### config.mk
export PLATFORM = sky130hd
export DESIGN_NAME = ecc_resp_ctrl
export DESIGN_NICKNAME = d
export VERILOG_FILES = /design/src/rtl/ecc_pkg.sv /design/src/rtl/ecc_encode.sv /design/src/rtl/ecc_decode.sv /design/src/rtl/ecc_err_status.sv /design/src/rtl/ecc_resp_ctrl.sv
export SDC_FILE = /design/constraint.sdc
export NUM_CORES = 1
export LEC_CHECK = 0
export BUFFER_PORTS_ARGS = -buffer_cell sky130_fd_sc_hd__buf_2
export CAP_MARGIN = 20
export CORE_UTILIZATION = 40
export DETAILED_ROUTE_END_ITERATION = 12
export HOLD_SLACK_MARGIN = 0.06
export PLACE_DENSITY_LB_ADDON = 0.1
export SLEW_MARGIN = 20
export SYNTH_ARGS = -nofsm -noshare
export SYNTH_HDL_FRONTEND = slang
export SYNTH_SLANG_ARGS = --single-unit
### constraint.sdc
create_clock -name clk -period 5.21 [get_ports clk]
set_input_delay 0.521 -clock clk [delete_from_list [all_inputs] [get_ports clk]]
set_output_delay 0.521 -clock clk [all_outputs]
set_load 0.02 [all_outputs]
### src/rtl/ecc_pkg.sv
package ecc_pkg;

    typedef enum logic [1:0] {
        ACC_READ   = 2'd0,
        ACC_PWRITE = 2'd1,
        ACC_FWRITE = 2'd2,
        ACC_SCRUB  = 2'd3
    } acc_kind_e;

    typedef enum logic [1:0] {
        ERR_NONE   = 2'd0,
        ERR_SINGLE = 2'd1,
        ERR_DOUBLE = 2'd2
    } err_class_e;

    // Number of Hamming bits needed to cover dw data bits.
    function automatic int hbits(input int dw);
        int r;
        r = 1;
        while ((1 << r) < dw + r + 1) r++;
        return r;
    endfunction

    // Hamming position of data bit j: the j-th non-power-of-two from 3 up.
    function automatic int data_pos(input int j);
        int cnt;
        int res;
        cnt = 0;
        res = 0;
        for (int p = 3; p < j + 40; p++) begin
            if ((p & (p - 1)) != 0) begin
                if (cnt == j) res = p;
                cnt++;
            end
        end
        return res;
    endfunction

endpackage

### src/rtl/ecc_encode.sv
module ecc_encode
    import ecc_pkg::*;
#(
    parameter int DW = 64,
    localparam int HB = hbits(DW)
) (
    input  logic [DW-1:0] data_i,
    output logic [HB:0]   check_o
);

    function automatic logic [DW-1:0] cover_mask(input int i);
        logic [DW-1:0] m;
        m = '0;
        for (int j = 0; j < DW; j++) begin
            if (((data_pos(j) >> i) & 1) == 1) m[j] = 1'b1;
        end
        return m;
    endfunction

    logic [HB-1:0] ham;

    for (genvar i = 0; i < HB; i++) begin : g_ham
        localparam logic [DW-1:0] MASK = cover_mask(i);
        assign ham[i] = ^(data_i & MASK);
    end

    assign check_o = {(^data_i) ^ (^ham), ham};

endmodule

### src/rtl/ecc_decode.sv
module ecc_decode
    import ecc_pkg::*;
#(
    parameter int DW = 64,
    localparam int HB = hbits(DW)
) (
    input  logic [DW-1:0] data_i,
    input  logic [HB:0]   check_i,
    output err_class_e    class_o,
    output logic [DW-1:0] data_o
);

    logic [HB:0]   recomputed;
    logic [HB-1:0] syn;
    logic          odd;
    logic          fixable;

    ecc_encode #(.DW(DW)) u_reenc (
        .data_i  (data_i),
        .check_o (recomputed)
    );

    assign syn     = recomputed[HB-1:0] ^ check_i[HB-1:0];
    // parity over all stored bits, rebuilt from the recomputed overall bit
    assign odd     = recomputed[HB] ^ check_i[HB] ^ (^syn);
    assign fixable = odd && (int'(syn) <= DW + HB);

    always_comb begin
        if (syn == '0 && !odd) class_o = ERR_NONE;
        else if (fixable)      class_o = ERR_SINGLE;
        else                   class_o = ERR_DOUBLE;
    end

    for (genvar j = 0; j < DW; j++) begin : g_fix
        localparam int POS = data_pos(j);
        assign data_o[j] = data_i[j] ^ (fixable && (int'(syn) == POS));
    end

endmodule

### src/rtl/ecc_err_status.sv
module ecc_err_status
    import ecc_pkg::*;
#(
    parameter int AW = 32
) (
    input  logic          clk,
    input  logic          rst_n,
    input  logic          ev_i,
    input  err_class_e    cls_i,
    input  acc_kind_e     kind_i,
    input  logic [AW-1:0] addr_i,
    input  logic          mchk_cause_i,
    input  logic          irq_en_i,
    input  logic          mchk_en_i,
    input  logic          clr_i,
    output logic          valid_o,
    output err_class_e    cls_o,
    output acc_kind_e     kind_o,
    output logic [AW-1:0] addr_o,
    output logic          irq_o,
    output logic          mchk_o
);

    typedef struct packed {
        logic          valid;
        err_class_e    cls;
        acc_kind_e     kind;
        logic [AW-1:0] addr;
        logic          irq;
        logic          mchk;
    } stat_t;

    stat_t st_d, st_q;

    always_comb begin
        st_d = st_q;
        if (clr_i) begin
            st_d.valid = 1'b0;
            st_d.cls   = ERR_NONE;
            st_d.kind  = ACC_READ;
            st_d.addr  = '0;
            st_d.irq   = 1'b0;
            st_d.mchk  = 1'b0;
        end
        if (ev_i && (!st_q.valid || clr_i)) begin
            st_d.valid = 1'b1;
            st_d.cls   = cls_i;
            st_d.kind  = kind_i;
            st_d.addr  = addr_i;
        end
        if (ev_i && irq_en_i)                st_d.irq  = 1'b1;
        if (ev_i && mchk_cause_i && mchk_en_i) st_d.mchk = 1'b1;
    end

    always_ff @(posedge clk) begin
        if (!rst_n) st_q <= '0;
        else        st_q <= st_d;
    end

    assign valid_o = st_q.valid;
    assign cls_o   = st_q.cls;
    assign kind_o  = st_q.kind;
    assign addr_o  = st_q.addr;
    assign irq_o   = st_q.irq;
    assign mchk_o  = st_q.mchk;

    AST_STAT_HELD: assert property (@(posedge clk) disable iff (!rst_n)
        st_q.valid && !clr_i |=> valid_o && $stable(addr_o) && $stable(cls_o));

    AST_CLR_DROPS: assert property (@(posedge clk) disable iff (!rst_n)
        clr_i && !ev_i |=> !valid_o && !irq_o && !mchk_o);

    AST_MCHK_HAS_STATUS: assert property (@(posedge clk) disable iff (!rst_n)
        mchk_o |-> valid_o);

endmodule

### src/rtl/ecc_resp_ctrl.sv
module ecc_resp_ctrl
    import ecc_pkg::*;
#(
    parameter int DW = 64,
    parameter int AW = 32,
    localparam int CB = hbits(DW) + 1,
    localparam int NB = DW / 8
) (
    input  logic          clk,
    input  logic          rst_n,
    input  logic          acc_valid,
    input  logic [1:0]    acc_kind,
    input  logic [AW-1:0] acc_addr,
    input  logic [DW-1:0] acc_wdata,
    input  logic [NB-1:0] acc_be,
    input  logic [DW-1:0] mem_rdata,
    input  logic [CB-1:0] mem_rcheck,
    input  logic          irq_en,
    input  logic          mchk_en,
    input  logic          scrub_wb_en,
    input  logic          stat_clr,
    output logic          host_ack,
    output logic [DW-1:0] host_rdata,
    output logic          mem_we,
    output logic [DW-1:0] mem_wdata,
    output logic [CB-1:0] mem_wcheck,
    output logic          err_irq,
    output logic          mchk,
    output logic          stat_valid,
    output logic [1:0]    stat_class,
    output logic [1:0]    stat_kind,
    output logic [AW-1:0] stat_addr
);

    typedef struct packed {
        logic          ack;
        logic [DW-1:0] rdata;
        logic          we;
        logic [DW-1:0] wdata;
        logic [CB-1:0] wcheck;
    } resp_t;

    acc_kind_e     kind;
    err_class_e    rd_cls;
    logic [DW-1:0] rd_fix;
    logic [DW-1:0] merged;
    logic [DW-1:0] wr_word;
    logic [CB-1:0] wr_chk;
    logic          err_ev;
    logic          mchk_cause;
    err_class_e    st_cls;
    acc_kind_e     st_kind;
    resp_t         resp_d, resp_q;

    assign kind = acc_kind_e'(acc_kind);

    ecc_decode #(.DW(DW)) u_dec (
        .data_i  (mem_rdata),
        .check_i (mem_rcheck),
        .class_o (rd_cls),
        .data_o  (rd_fix)
    );

    for (genvar b = 0; b < NB; b++) begin : g_lane
        assign merged[b*8 +: 8] = acc_be[b] ? acc_wdata[b*8 +: 8] : rd_fix[b*8 +: 8];
    end

    always_comb begin
        case (kind)
            ACC_FWRITE: wr_word = acc_wdata;
            ACC_SCRUB:  wr_word = rd_fix;
            default:    wr_word = merged;
        endcase
    end

    ecc_encode #(.DW(DW)) u_enc (
        .data_i  (wr_word),
        .check_o (wr_chk)
    );

    always_comb begin
        resp_d = '0;
        if (acc_valid) begin
            case (kind)
                ACC_READ: begin
                    resp_d.ack   = 1'b1;
                    resp_d.rdata = (rd_cls == ERR_DOUBLE) ? mem_rdata : rd_fix;
                end
                ACC_PWRITE: begin
                    resp_d.ack = 1'b1;
                    if (rd_cls != ERR_DOUBLE) begin
                        resp_d.we     = 1'b1;
                        resp_d.wdata  = wr_word;
                        resp_d.wcheck = wr_chk;
                    end
                end
                ACC_FWRITE: begin
                    resp_d.we     = 1'b1;
                    resp_d.wdata  = wr_word;
                    resp_d.wcheck = wr_chk;
                end
                default: begin
                    if (rd_cls == ERR_SINGLE && scrub_wb_en) begin
                        resp_d.we     = 1'b1;
                        resp_d.wdata  = wr_word;
                        resp_d.wcheck = wr_chk;
                    end
                end
            endcase
        end
    end

    always_ff @(posedge clk) begin
        if (!rst_n) resp_q <= '0;
        else        resp_q <= resp_d;
    end

    assign err_ev     = acc_valid && (kind != ACC_FWRITE) && (rd_cls != ERR_NONE);
    assign mchk_cause = (rd_cls == ERR_DOUBLE) && (kind == ACC_READ || kind == ACC_PWRITE);

    ecc_err_status #(.AW(AW)) u_stat (
        .clk          (clk),
        .rst_n        (rst_n),
        .ev_i         (err_ev),
        .cls_i        (rd_cls),
        .kind_i       (kind),
        .addr_i       (acc_addr),
        .mchk_cause_i (mchk_cause),
        .irq_en_i     (irq_en),
        .mchk_en_i    (mchk_en),
        .clr_i        (stat_clr),
        .valid_o      (stat_valid),
        .cls_o        (st_cls),
        .kind_o       (st_kind),
        .addr_o       (stat_addr),
        .irq_o        (err_irq),
        .mchk_o       (mchk)
    );

    assign stat_class = st_cls;
    assign stat_kind  = st_kind;
    assign host_ack   = resp_q.ack;
    assign host_rdata = resp_q.rdata;
    assign mem_we     = resp_q.we;
    assign mem_wdata  = resp_q.wdata;
    assign mem_wcheck = resp_q.wcheck;

    AST_FULL_WRITES: assert property (@(posedge clk) disable iff (!rst_n)
        acc_valid && kind == ACC_FWRITE |=> mem_we && mem_wdata == $past(acc_wdata));

    AST_READ_ACKS: assert property (@(posedge clk) disable iff (!rst_n)
        acc_valid && kind == ACC_READ |=> host_ack);

    AST_DBL_NO_WRITE: assert property (@(posedge clk) disable iff (!rst_n)
        acc_valid && kind != ACC_FWRITE && rd_cls == ERR_DOUBLE |=> !mem_we);

    AST_SCRUB_QUIET: assert property (@(posedge clk) disable iff (!rst_n)
        acc_valid && kind == ACC_SCRUB |=> !host_ack);

endmodule

**Yosys cells after proc, flatten, opt, wreduce, memory -nomap -nowiden**

Index checks and enable logic that the tools add are counted.

- Bits in registers: 177
- Input port bits: 185
- Output and inout port bits: 177

- Reduce and logical (&&, ||, !) cells: 106
- Bitwise operators: 69
- Multiplexer cells: 20
- Equality and inequality tests: 71
- Order comparisons: 1

Operators with widths:

| cell | count |
|---|---|
| $reduce_xor 64->1 | 16 |
| $eq 7x7->1 const B | 38 |
| $pmux 73 s3 | 1 |
| $mux 73 | 2 |
| $pmux 64 s2 | 1 |
| $eq 7x6->1 const B | 15 |
| $logic_and 1x1->1 | 74 |
| $xor 1x1->1 | 68 |
| $mux 64 | 1 |
| $mux 8 | 8 |
| $eq 7x5->1 const B | 7 |
| $mux 39 | 1 |
| $mux 37 | 1 |
| $eq 7x4->1 const B | 3 |
| $reduce_xor 7->1 | 3 |
| $reduce_bool 2->1 | 4 |
| $eq 7x3->1 const B | 1 |
| $le 7x7->1 const B | 1 |
| $logic_not 7->1 | 1 |
| $xor 7x7->7 | 1 |
| $eq 2x2->1 const B | 3 |
| $eq 2x1->1 const B | 2 |
| $mux 2 | 2 |
| $ne 2x2->1 const B | 2 |
| other kinds (7) | 11 |

**Longest topological paths before layout**

Gate-level depths: netlist (run 1).

- Word-level depth: 15
- Gate-level depth with buffers: 22
- Mapped depth without buffers: 15

**Cells and area by module**

From an unflattened synthesis (run 1), not the netlist that was laid out.

- Cells, all modules: 1,281
- Area, all modules: 11,085.6 sq um

By module, submodules not included:

| module | times used | seq. area each (sq um) | area each (sq um) | cells an instance |
|---|---|---|---|---|
| ecc_resp_ctrl | 1 | 2,762.6 | 5,567.8 | 685 |
| ecc_encode | 2 | 0.0 | 1,357.6 | 117 |
| ecc_err_status | 1 | 780.7 | 1,492.7 | 171 |
| ecc_decode | 1 | 0.0 | 1,310.0 | 191 |

**Worst setup path before layout (run 1)**

Ideal clock, no wire load.

- Path kind: input to register
- Start point: in mem_rdata[21]
- End point: reg resp_q, in the netlist mem_wcheck[7]
- Arrival: 5,355 ps
- Stages: 17
- Path slack: -273 ps
- Cells stage by stage: buf_4 -> xnor3_2 -> xnor3_1 -> xnor3_1 -> xor3_2 -> and2_1 -> buf_4 -> nand4_2 -> o31a_1 -> o31ai_4 -> xnor3_1 -> xnor3_1 -> xnor3_1 -> xnor3_1 -> xor3_1 -> xnor3_1 -> nor2_1

- Cells in the longest elaborated chain, start to end: 15

Ends and longest elaborated chain:

| element | line | source |
|---|---|---|
| start: declaration | ecc_resp_ctrl.sv:16 | `input logic [DW-1:0] mem_rdata,` |
| parallel branches: the longest is 14 deep, another holds $le 7x7->1 | -- |  |
| $pmux 73 s3 (*) | ecc_resp_ctrl.sv:84 | `case (kind)` |
| end signal: assignment | ecc_resp_ctrl.sv:115 | `else resp_q <= resp_d;` |
| end: declaration | ecc_resp_ctrl.sv:53 | `resp_t resp_d, resp_q;` |

Mark *: on every way between the ends.
A chain may end at the register's enable or synchronous reset.

**Final worst setup path (run 1)**

- Start point: in mem_rdata[23]
- End point: reg resp_q, in the netlist mem_wcheck[7]

The elaborated chain is that of the path after synthesis.

==> flow_summary.ini, run 1 <==
[final_layout]
drive_gt1_frac = 0.483
nFillCells = 2339
nets = 1914
final_area_um2 = 16300
syn2layout_area_growth_pct = 49.8

[place]
io_buffers = 361
postPlaceCellArea_um2 = 15400
place.gp.congestion = 0.950
dp.final_hpwl_mm = 35.7

[setup_path]
worst-path-buf-inv = 4
cpMaxStageDelayCell = or4_1
critical_path_required_ns = 5.51
endpoint_kind = flip-flop
crit_type = in2reg
cp.arrival_ns = 5.59
max_stage_delay_ns = 0.54
crit_path_start_kind = input port
critPathTopFamily = XOR/XNOR gates
crit_top_cell = xnor3_1
path_cells = buf_2 -> xor3_1 -> xnor3_1 -> xnor3_2 -> xnor2_2 -> xnor2_2 -> xnor2_4 -> buf_6 -> buf_4 -> or4_1 -> a31oi_2 -> buf_4 -> xnor2_1 -> xnor3_1 -> xnor3_1 -> xnor3_1 -> xor3_1 -> xnor3_1 -> nor2_1
crit_path_max_fanout = 13

[grt]
gr-total-overflow = 0
grt_first_pass_wirelength_mm = 63.4
first_global_vias = 10500
grt_start_max_net_pins = 47
grt_usage = 0.309
antenna_found_initial = 2

[floorplan]
boundaryPins = 362
die_x_um = 167
initial_core_util = 0.406
rows = 60
die_area_um2 = 27900
core_area_um2 = 26800
die_h_um = 167

[synth]
yosys.area.top_type_share = 0.326
yosys_warnings = 0
synth_area_leaders = dfxtp_1, xnor3_1, xnor2_1
synth_seq_cells = 177
syn_inst = 1084
syn_area_um2 = 10900
yosysMostFrequentCell = dfxtp_1
synth_commonest_cells = dfxtp_1, xnor2_1, nor2_1
netlist-cell-type-count = 66
syn_nets = 1269
yosysSeqAreaShare = 0.326
synthArstFlopShare = 0
yosys_most_used_dff = dfxtp_1
yosysTopAreaCell = dfxtp_1
syn_avg_cell_area_um2 = 10.0
synth_edf_count = 0

[cts]
clkTransAtPathRegs_ns = 0.09
clock_path_buffers = 2
htreeDepth = 4
cts_made_buffers = 17
cts_root_buffer = clkbuf_16
cts_tree = done
insertion_delay_ns = 0.44
ctsHoldBuffers = 0
cts_sinks = 177

[pwr]
vdd_ir_drop_max_mv = 0.934
power.leakage_nw = 7.76
power_density_nw_per_um2 = 834
totalPowerFinal_mw = 13.6

[timing]
post-route-min-period_ns = 5.29
rsz0062_at_grt = true
setup_viol = 1
fin_ws_ns = -0.0802
finalHoldViolations = 0
worstMarginPinSlew_ns = 0.995
final_max_slew_viol_count = 0
hold_ws_ns = 0.314
clock_skew_ns = 0.00994
finalSetupTns_ns = -0.0802
slew_headroom = 0.336
min_period_over_period = 1.02
fmax_mhz = 189

[flow_run]
maxCapViolations = 0

[route]
drc = 0
post_drt_wl_per_cell_um = 20.9
routed_via_density = 5.10
routed_wl_mm = 43.7
ant_nets = 0
drt_iter0_drc = 836
dr.pass1.iters = 5
vias = 10600

[status]
violations = setup timing
outcome = complete, but fails checks

[hold_path]
min_path_type = in2reg
[stage by stage]
step	utilization	std cells	setup WS, ns
after global routing	0.608	2085	-0.255
after floorplan	-	1084	-0.0834
after detailed placement	0.575	2049	-0.649
after global placement	0.575	2049	-0.667
final	0.608	2085	-0.0802
after CTS	0.602	2082	-0.0443
[final cells by class]
cell class / count / area (um^2) / area share
antenna: 2 / 5.00 / 0.000307
clock buffer: 17 / 425 / 0.0261
clock inverter: 15 / 201 / 0.0124
inverter: 4 / 15.0 / 0.000921
multi-input combinational: 830 / 7270 / 0.446
sequential: 177 / 3540 / 0.217
tap: 341 / 427 / 0.0262
timing repair buffer: 699 / 4410 / 0.271
[worst reg2reg max path, stage by stage (launching register included)]
cell and delay (ns):
dfxtp_1 0.31, nor2b_1 0.16, nor2_4 0.55, buf_12 0.29
nor3b_1 0.09, a21oi_1 0.16, nor2b_1 0.06
[power breakdown]
group,switching [mW],internal [mW]
combinational,5.39,5.31
clock,0.673,0.702
sequential,0.0344,1.49
total,6.09,7.51
[state kept, by name, summed over array words and instances (netlist names), 2 cells and up]
signal,count
u_stat.cls_o,2
u_stat.addr_o,32
mem_wcheck,8
u_stat.kind_o,2
host_rdata,64
mem_wdata,64
[routing by layer]
metal / vias up / global-route usage / part of all wire
met2: 454 / 0.502 / 0.46
li1: 5106 / - / -
met3: 60 / 0.0694 / 0.075
met5: - / 0 / 0
met4: 0 / 0.0954 / 0.025
met1: 5017 / 0.406 / 0.44
[kinds of logic (layout without fill, tap and decap cells)]
kind of cell / Yosys count / after routing / synth area share
simple gates: 368 / 368 / 0.195
xor+xnor: 254 / 254 / 0.298
compound gates: 199 / 199 / 0.137
flops: 177 / 177 / 0.326
buf+inv: 77 / 735 / 0.0359
mux: 9 / 9 / 0.00874
other cells: 0 / 2 / 0
[placed cells by master, fill, tap and decap left out, types with 10 or more instances in the layout]
master,count
buf_2,361
buf_4,332
dfxtp_1,177
xnor2_1,121
nor2_1,105
nor2b_1,86
a21oi_1,79
xnor3_1,54
xor2_1,45
nor3b_1,36
o31ai_1,24
nor3_1,20
or4_1,18
nand2_1,17
clkbuf_16,17
xnor2_2,12
a31oi_2,12
nor4_1,12
xnor3_2,11
nand2b_1,10
nand3_1,10
[repair_timing]
| item | in CTS | in global routing |
|---|---|---|
| setup endpoints to repair | 1 | 2 |
| gates resized for setup | 12 | 25 |
| pin swaps | 1 | 11 |
| setup buffers | 1 | 1 |
[worst paths after layout]
check	cells after the start	slack, ns	end	from
max	19	-0.08	mem_wcheck[7]	mem_rdata[23]
min	2	0.31	host_ack	acc_kind[1]
max reg2reg	6	3.49	u_stat.addr_o[1]	u_stat.valid_o
min reg2reg	2	0.59	u_stat.mchk_o	u_stat.mchk_o
(Power assumes the default switching activity.)
==> inputs of run 2 (changes only) <==
--- a/config.mk
+++ b/config.mk
@@ -5,12 +5,14 @@
 export SDC_FILE = /design/constraint.sdc
 export NUM_CORES = 1
 export LEC_CHECK = 0
+export ABC_CLOCK_PERIOD_IN_PS = 5210
 export BUFFER_PORTS_ARGS = -buffer_cell sky130_fd_sc_hd__buf_2
 export CAP_MARGIN = 20
 export CORE_UTILIZATION = 40
 export DETAILED_ROUTE_END_ITERATION = 12
 export HOLD_SLACK_MARGIN = 0.06
 export PLACE_DENSITY_LB_ADDON = 0.1
+export SKIP_CTS_REPAIR_TIMING = 1
 export SLEW_MARGIN = 20
 export SYNTH_ARGS = -nofsm -noshare
 export SYNTH_HDL_FRONTEND = slang
==> run 2 against run 1 <==
Effect of this change: the flow still finishes with violations (setup timing); design area is 4.7% higher; die area stayed put; sequential power hardly changed; clock skew hardly changed.
==> flow_summary.ini, run 2 (synthesized netlist as in run 1, its figures left out) <==
[final_layout]
nets = 1943
final_cell_mix = buf_2, buf_4, dfxtp_1
drive_gt1_frac = 0.517
final_cell_count_no_fill = 2114
final_area_um2 = 17100
layout_commonest_cell = buf_2
syn2layout_area_growth_pct = 56.8

[cts]
cts_sinks = 177
clkTransAtPathRegs_ns = 0.09
cts_root_buffer = clkbuf_16
insertion_delay_ns = 0.45
cts_made_buffers = 17
cts_tree = done
clock_path_buffers = 2
htreeDepth = 4

[route]
routed_via_density = 5.15
ant_nets = 0
post_drt_wl_per_cell_um = 21.1
drc = 0
routed_wl_mm = 44.6
vias = 10900
drt_iter0_drc = 866
dr.pass1.iters = 7

[setup_path]
path_cells = buf_2 -> xnor3_1 -> xnor3_2 -> xnor3_2 -> xnor2_4 -> xnor2_4 -> buf_4 -> xnor2_2 -> clkbuf_16 -> or4_1 -> a31oi_4 -> xor2_2 -> buf_4 -> xnor3_1 -> xnor3_1 -> xnor2_1 -> xor3_1 -> xnor3_1 -> nor2_1
critical_path_required_ns = 5.51
r2r_setup_slack_ns = 3.49
critPathTopFamily = XOR/XNOR gates
worst-path-buf-inv = 4
cp.arrival_ns = 5.61
endpoint_kind = flip-flop
crit_path_max_fanout = 5
rr_startpoint = u_stat.valid_o
crit_top_cell = xnor3_1
crit_type = in2reg
cpMaxStageDelayCell = or4_1
crit_path_start_kind = input port
reg2reg_depth = 6
reg2reg_to = u_stat.addr_o[1]
startpoint = mem_rdata[35]
max_stage_delay_ns = 0.59

[pwr]
vdd_ir_drop_max_mv = 0.972
power_density_nw_per_um2 = 911
power.leakage_nw = 8.06

[floorplan]
die_h_um = 167
die_area_um2 = 27900
boundaryPins = 362
core_area_um2 = 26800
rows = 60
die_x_um = 167
initial_core_util = 0.406

[place]
io_buffers = 361
placedCellCount = 2049
dp_slack_ns = -0.649
postPlaceCellArea_um2 = 15400
place.gp.congestion = 0.950
dp.final_hpwl_mm = 35.7

[hold_path]
min_path_type = in2reg
min_from = acc_kind[1]
whs_endpoint = host_ack
holdPathStages = 2

[timing]
clock_skew_ns = 0.00968
rsz0062_at_grt = true
final_max_slew_viol_count = 0
finalHoldViolations = 0
fin_ws_ns = -0.101
post-route-min-period_ns = 5.31
worstMarginPinSlew_ns = 1.20
hold_ws_ns = 0.310
slew_headroom = 0.198
fmax_mhz = 188
min_period_over_period = 1.02
setup_viol = 1

[grt]
grt_first_pass_wirelength_mm = 63.3
antenna_found_initial = 2
grt_start_max_net_pins = 47
gr-total-overflow = 0
grt_usage = 0.308
first_global_vias = 10500

[flow_run]
maxCapViolations = 0

[status]
violations = setup timing
outcome = complete, but fails checks
## run 2: layout make-up
type                       count  area [um^2]
fill                        2216         9740
multi-input combinational    831         7750
timing repair buffer         727         4700
sequential                   177         3540
tap                          341          427
clock buffer                  17          425
clock inverter                15          201
inverter                       4         15.0
antenna                        2         5.00
## run 2: stage by stage
step / utilization / setup TNS [ns] / power, mW
2_1_floorplan: - / -0.0834 / 7.88
3_3_place_gp: 0.575 / -1.94 / 11.7
3_5_place_dp: 0.575 / -1.96 / 11.8
4_1_cts: 0.599 / -0.217 / 13.2
5_1_grt: 0.637 / -0.203 / 16.2
6_report: 0.637 / -0.101 / 15.5
## run 2: worst reg2reg max path, cell delays in order (launching register included)
cell     delay, ns
dfxtp_1       0.31
nor2b_1       0.16
nor2_4        0.55
buf_12        0.29
nor3b_1       0.09
a21oi_1       0.16
nor2b_1       0.06
## run 2: how the worst max path moves through the flow
| stage | end | slack (ns) | cells past startpoint |
|---|---|---|---|
| global placement | mem_wcheck[7] | -0.67 | 21 |
| global route | mem_wcheck[7] | -0.20 | 19 |
| floorplan | mem_wcheck[7] | -0.08 | 19 |
| detailed placement | mem_wcheck[7] | -0.65 | 21 |
| finish | mem_wcheck[7] | -0.10 | 19 |
| CTS | mem_wcheck[7] | -0.22 | 21 |
## run 2: per-layer routing
metal,GRT usage,vias up,routed length (um)
li1,-,5154,-
met1,0.409,5152,19300
met2,0.499,496,20700
met3,0.0642,75,3370
met4,0.0986,0,1250
met5,0,-,0
## run 2: power by group
| part | switching [mW] | total [mW] | internal, mW |
|---|---|---|---|
| combinational | 6.12 | 12.6 | 6.52 |
| clock | 0.680 | 1.38 | 0.702 |
| sequential | 0.0346 | 1.53 | 1.49 |
| total | 6.83 | 15.5 | 8.71 |
==> inputs of run 3 (changes only) <==
--- a/config.mk
+++ b/config.mk
@@ -5,7 +5,7 @@
 export SDC_FILE = /design/constraint.sdc
 export NUM_CORES = 1
 export LEC_CHECK = 0
-export ABC_CLOCK_PERIOD_IN_PS = 5210
+export ABC_CLOCK_PERIOD_IN_PS = 5200
 export BUFFER_PORTS_ARGS = -buffer_cell sky130_fd_sc_hd__buf_2
 export CAP_MARGIN = 20
 export CORE_UTILIZATION = 40
@@ -16,4 +16,5 @@
 export SLEW_MARGIN = 20
 export SYNTH_ARGS = -nofsm -noshare
 export SYNTH_HDL_FRONTEND = slang
+export SYNTH_HIERARCHICAL = 1
 export SYNTH_SLANG_ARGS = --single-unit
==> constraint.sdc (replaced) <==
create_clock -name clk -period 5.2 [get_ports clk]
set_input_delay 0.52 -clock clk [delete_from_list [all_inputs] [get_ports clk]]
set_output_delay 0.52 -clock clk [all_outputs]
set_load 0.02 [all_outputs]
==> run 3 against run 2 <==
Effect of this change: the run still ends with setup timing left; critical path depth increased by 5; non-clock buffer count increased by 58; clock skew increased by 0.0011 ns; die area increased by 1.8%; sequential share of layout area decreased by 0.95 points; clock-buffer cell count unchanged; via count increased by 9.8%; synthesized cell count increased by 18%; worst setup slack got worse by 0.51 ns; cell count increased by 13%; hold slack improved by 0.0053 ns; first-iteration DRC count decreased by 2.0%; critical endpoint unchanged.
==> flow_summary.ini, run 3 <==
[timing]
rsz0062_at_grt = true
finalHoldViolations = 0
finalSetupTns_ns = -1.78
worstMarginPinSlew_ns = 1.08
fmax_mhz = 172
final_max_slew_viol_count = 0
slew_headroom = 0.280
clock_skew_ns = 0.0108
min_period_over_period = 1.12
post-route-min-period_ns = 5.81
fin_ws_ns = -0.611
setup_viol = 7

[setup_path]
reg2reg_to = u_stat/addr_o[0]
worst-path-buf-inv = 4
rr_startpoint = u_stat/valid_o
cp.arrival_ns = 6.17
path_cells = buf_2 -> xnor3_1 -> xnor3_2 -> xnor3_2 -> xnor2_2 -> xnor2_2 -> xnor3_1 -> xnor2_2 -> xnor3_4 -> buf_8 -> buf_6 -> xnor2_4 -> nand4_1 -> xnor2_2 -> nand3_2 -> nand2_4 -> buf_4 -> xnor2_1 -> xnor2_1 -> xnor2_1 -> xnor2_1 -> xnor3_1 -> xnor3_1 -> nor3b_1
critPathTopFamily = XOR/XNOR gates
r2r_setup_slack_ns = 4.13
critical_path_required_ns = 5.56
crit_path_start_kind = input port
crit_path_max_fanout = 6
crit_cells = 24
endpoint_kind = flip-flop
crit_type = in2reg
reg2reg_depth = 4
cpMaxStageDelayCell = xnor3_1
max_stage_delay_ns = 0.50

[grt]
grt_start_max_net_pins = 78
first_global_vias = 11500
gr-total-overflow = 0
grt_first_pass_wirelength_mm = 66.8
antenna_found_initial = 0
grt_usage = 0.316

[route]
routed_via_density = 4.99
routed_wl_mm = 46.3
ant_nets = 0
dr.pass1.iters = 6
drt_iter0_drc = 849
post_drt_wl_per_cell_um = 19.3
drc = 0
vias = 11900

[floorplan]
core_area_um2 = 27100
boundaryPins = 362
die_h_um = 168
die_x_um = 168
die_area_um2 = 28400
rows = 60
initial_core_util = 0.409

[cts]
insertion_delay_ns = 0.44
cts_root_buffer = clkbuf_16
htreeDepth = 4
clkTransAtPathRegs_ns = 0.09
cts_made_buffers = 17
cts_tree = done
cts_sinks = 177
clock_path_buffers = 2

[place]
place.gp.congestion = 0.934
dp.final_hpwl_mm = 36.5
placedCellCount = 2329
dp_slack_ns = -1.13
io_buffers = 361

[synth]
yosysTopAreaCell = dfxtp_1
syn_nets = 1466
syn_avg_cell_area_um2 = 8.65
syn_area_um2 = 11100
yosysMostFrequentCell = nand2_1
netlist-cell-type-count = 52
yosysSeqAreaShare = 0.320
synth_edf_count = 0
syn_inst = 1281
synth_seq_cells = 177
synthArstFlopShare = 0
yosys_warnings = 6
yosys.area.top_type_share = 0.320
synth_area_leaders = dfxtp_1, xnor2_1, nand2_1
yosys_most_used_dff = dfxtp_1
synth_commonest_cells = nand2_1, xnor2_1, dfxtp_1

[final_layout]
syn2layout_area_growth_pct = 61.3
diodes = 0
final_cell_mix = buf_4, buf_2, nand2_1
drive_gt1_frac = 0.498
final_cell_count_no_fill = 2395
layout_commonest_cell = buf_4
finalCoreUtilization = 0.660
nets = 2195

[status]
violations = setup timing
outcome = complete, but fails checks

[hold_path]
whs_endpoint = u_stat/addr_o[13]
holdPathStages = 3
min_from = acc_addr[13]
min_path_type = in2reg

[flow_run]
maxCapViolations = 0
[run 3: cell count changes after synthesis, moves of 62 or more]
cell	change
xnor2_1	+89
nor2b_1	-83
nor2_1	-87
nand2_1	+300
a211oi_1	+62
[run 3: per-layer routing]
| layer | up-vias | routed length, um | track usage |
|---|---|---|---|
| met3 | 89 | 2720 | 0.0479 |
| met5 | - | 0 | 0 |
| met2 | 521 | 21800 | 0.527 |
| li1 | 5779 | - | - |
| met1 | 5553 | 20000 | 0.412 |
| met4 | 0 | 1730 | 0.117 |
[run 3: layout make-up]
cell class,instances,area (um^2)
clock buffer,17,425
clock inverter,15,204
fill,2331,9220
inverter,5,18.8
multi-input combinational,1024,7950
sequential,177,3540
tap,372,465
timing repair buffer,785,5280
[run 3: kinds of logic after synthesis]
family,count (synthesis),share of synthesized area
flip-flops,177,0.320
XOR/XNOR,318,0.317
buffers and inverters,80,0.0451
AND/OR/NAND/NOR,467,0.183
AO/OA/AOI/OAI,239,0.135
[run 3: tightest hold or removal path, stage by stage]
cell	delay (ns)
buf_2	0.09
nand2_1	0.05
o22ai_1	0.06
[run 3: worst max-delay path by stage]
stage,start,to,slack (ns)
global route,mem_rdata[19],mem_wcheck[7],-0.79
finish,mem_rdata[54],mem_wcheck[7],-0.61
CTS,mem_rdata[10],mem_wcheck[7],-0.71
floorplan,mem_rdata[1],mem_wcheck[7],-0.43
global placement,mem_rdata[21],mem_wcheck[7],-1.10
detailed placement,mem_rdata[21],mem_wcheck[7],-1.13
[run 3: metrics by stage]
stage	area, um^2	hold slack [ns]
6_report	17900	0.316
3_3_place_gp	16100	0.451
4_1_cts	16700	0.304
2_1_floorplan	11100	0.543
3_5_place_dp	16100	0.454
5_1_grt	17900	0.308
Power of run 3 is not shown: default switching activity piles up to over one toggle a cycle in this logic, so the estimate is an artifact.
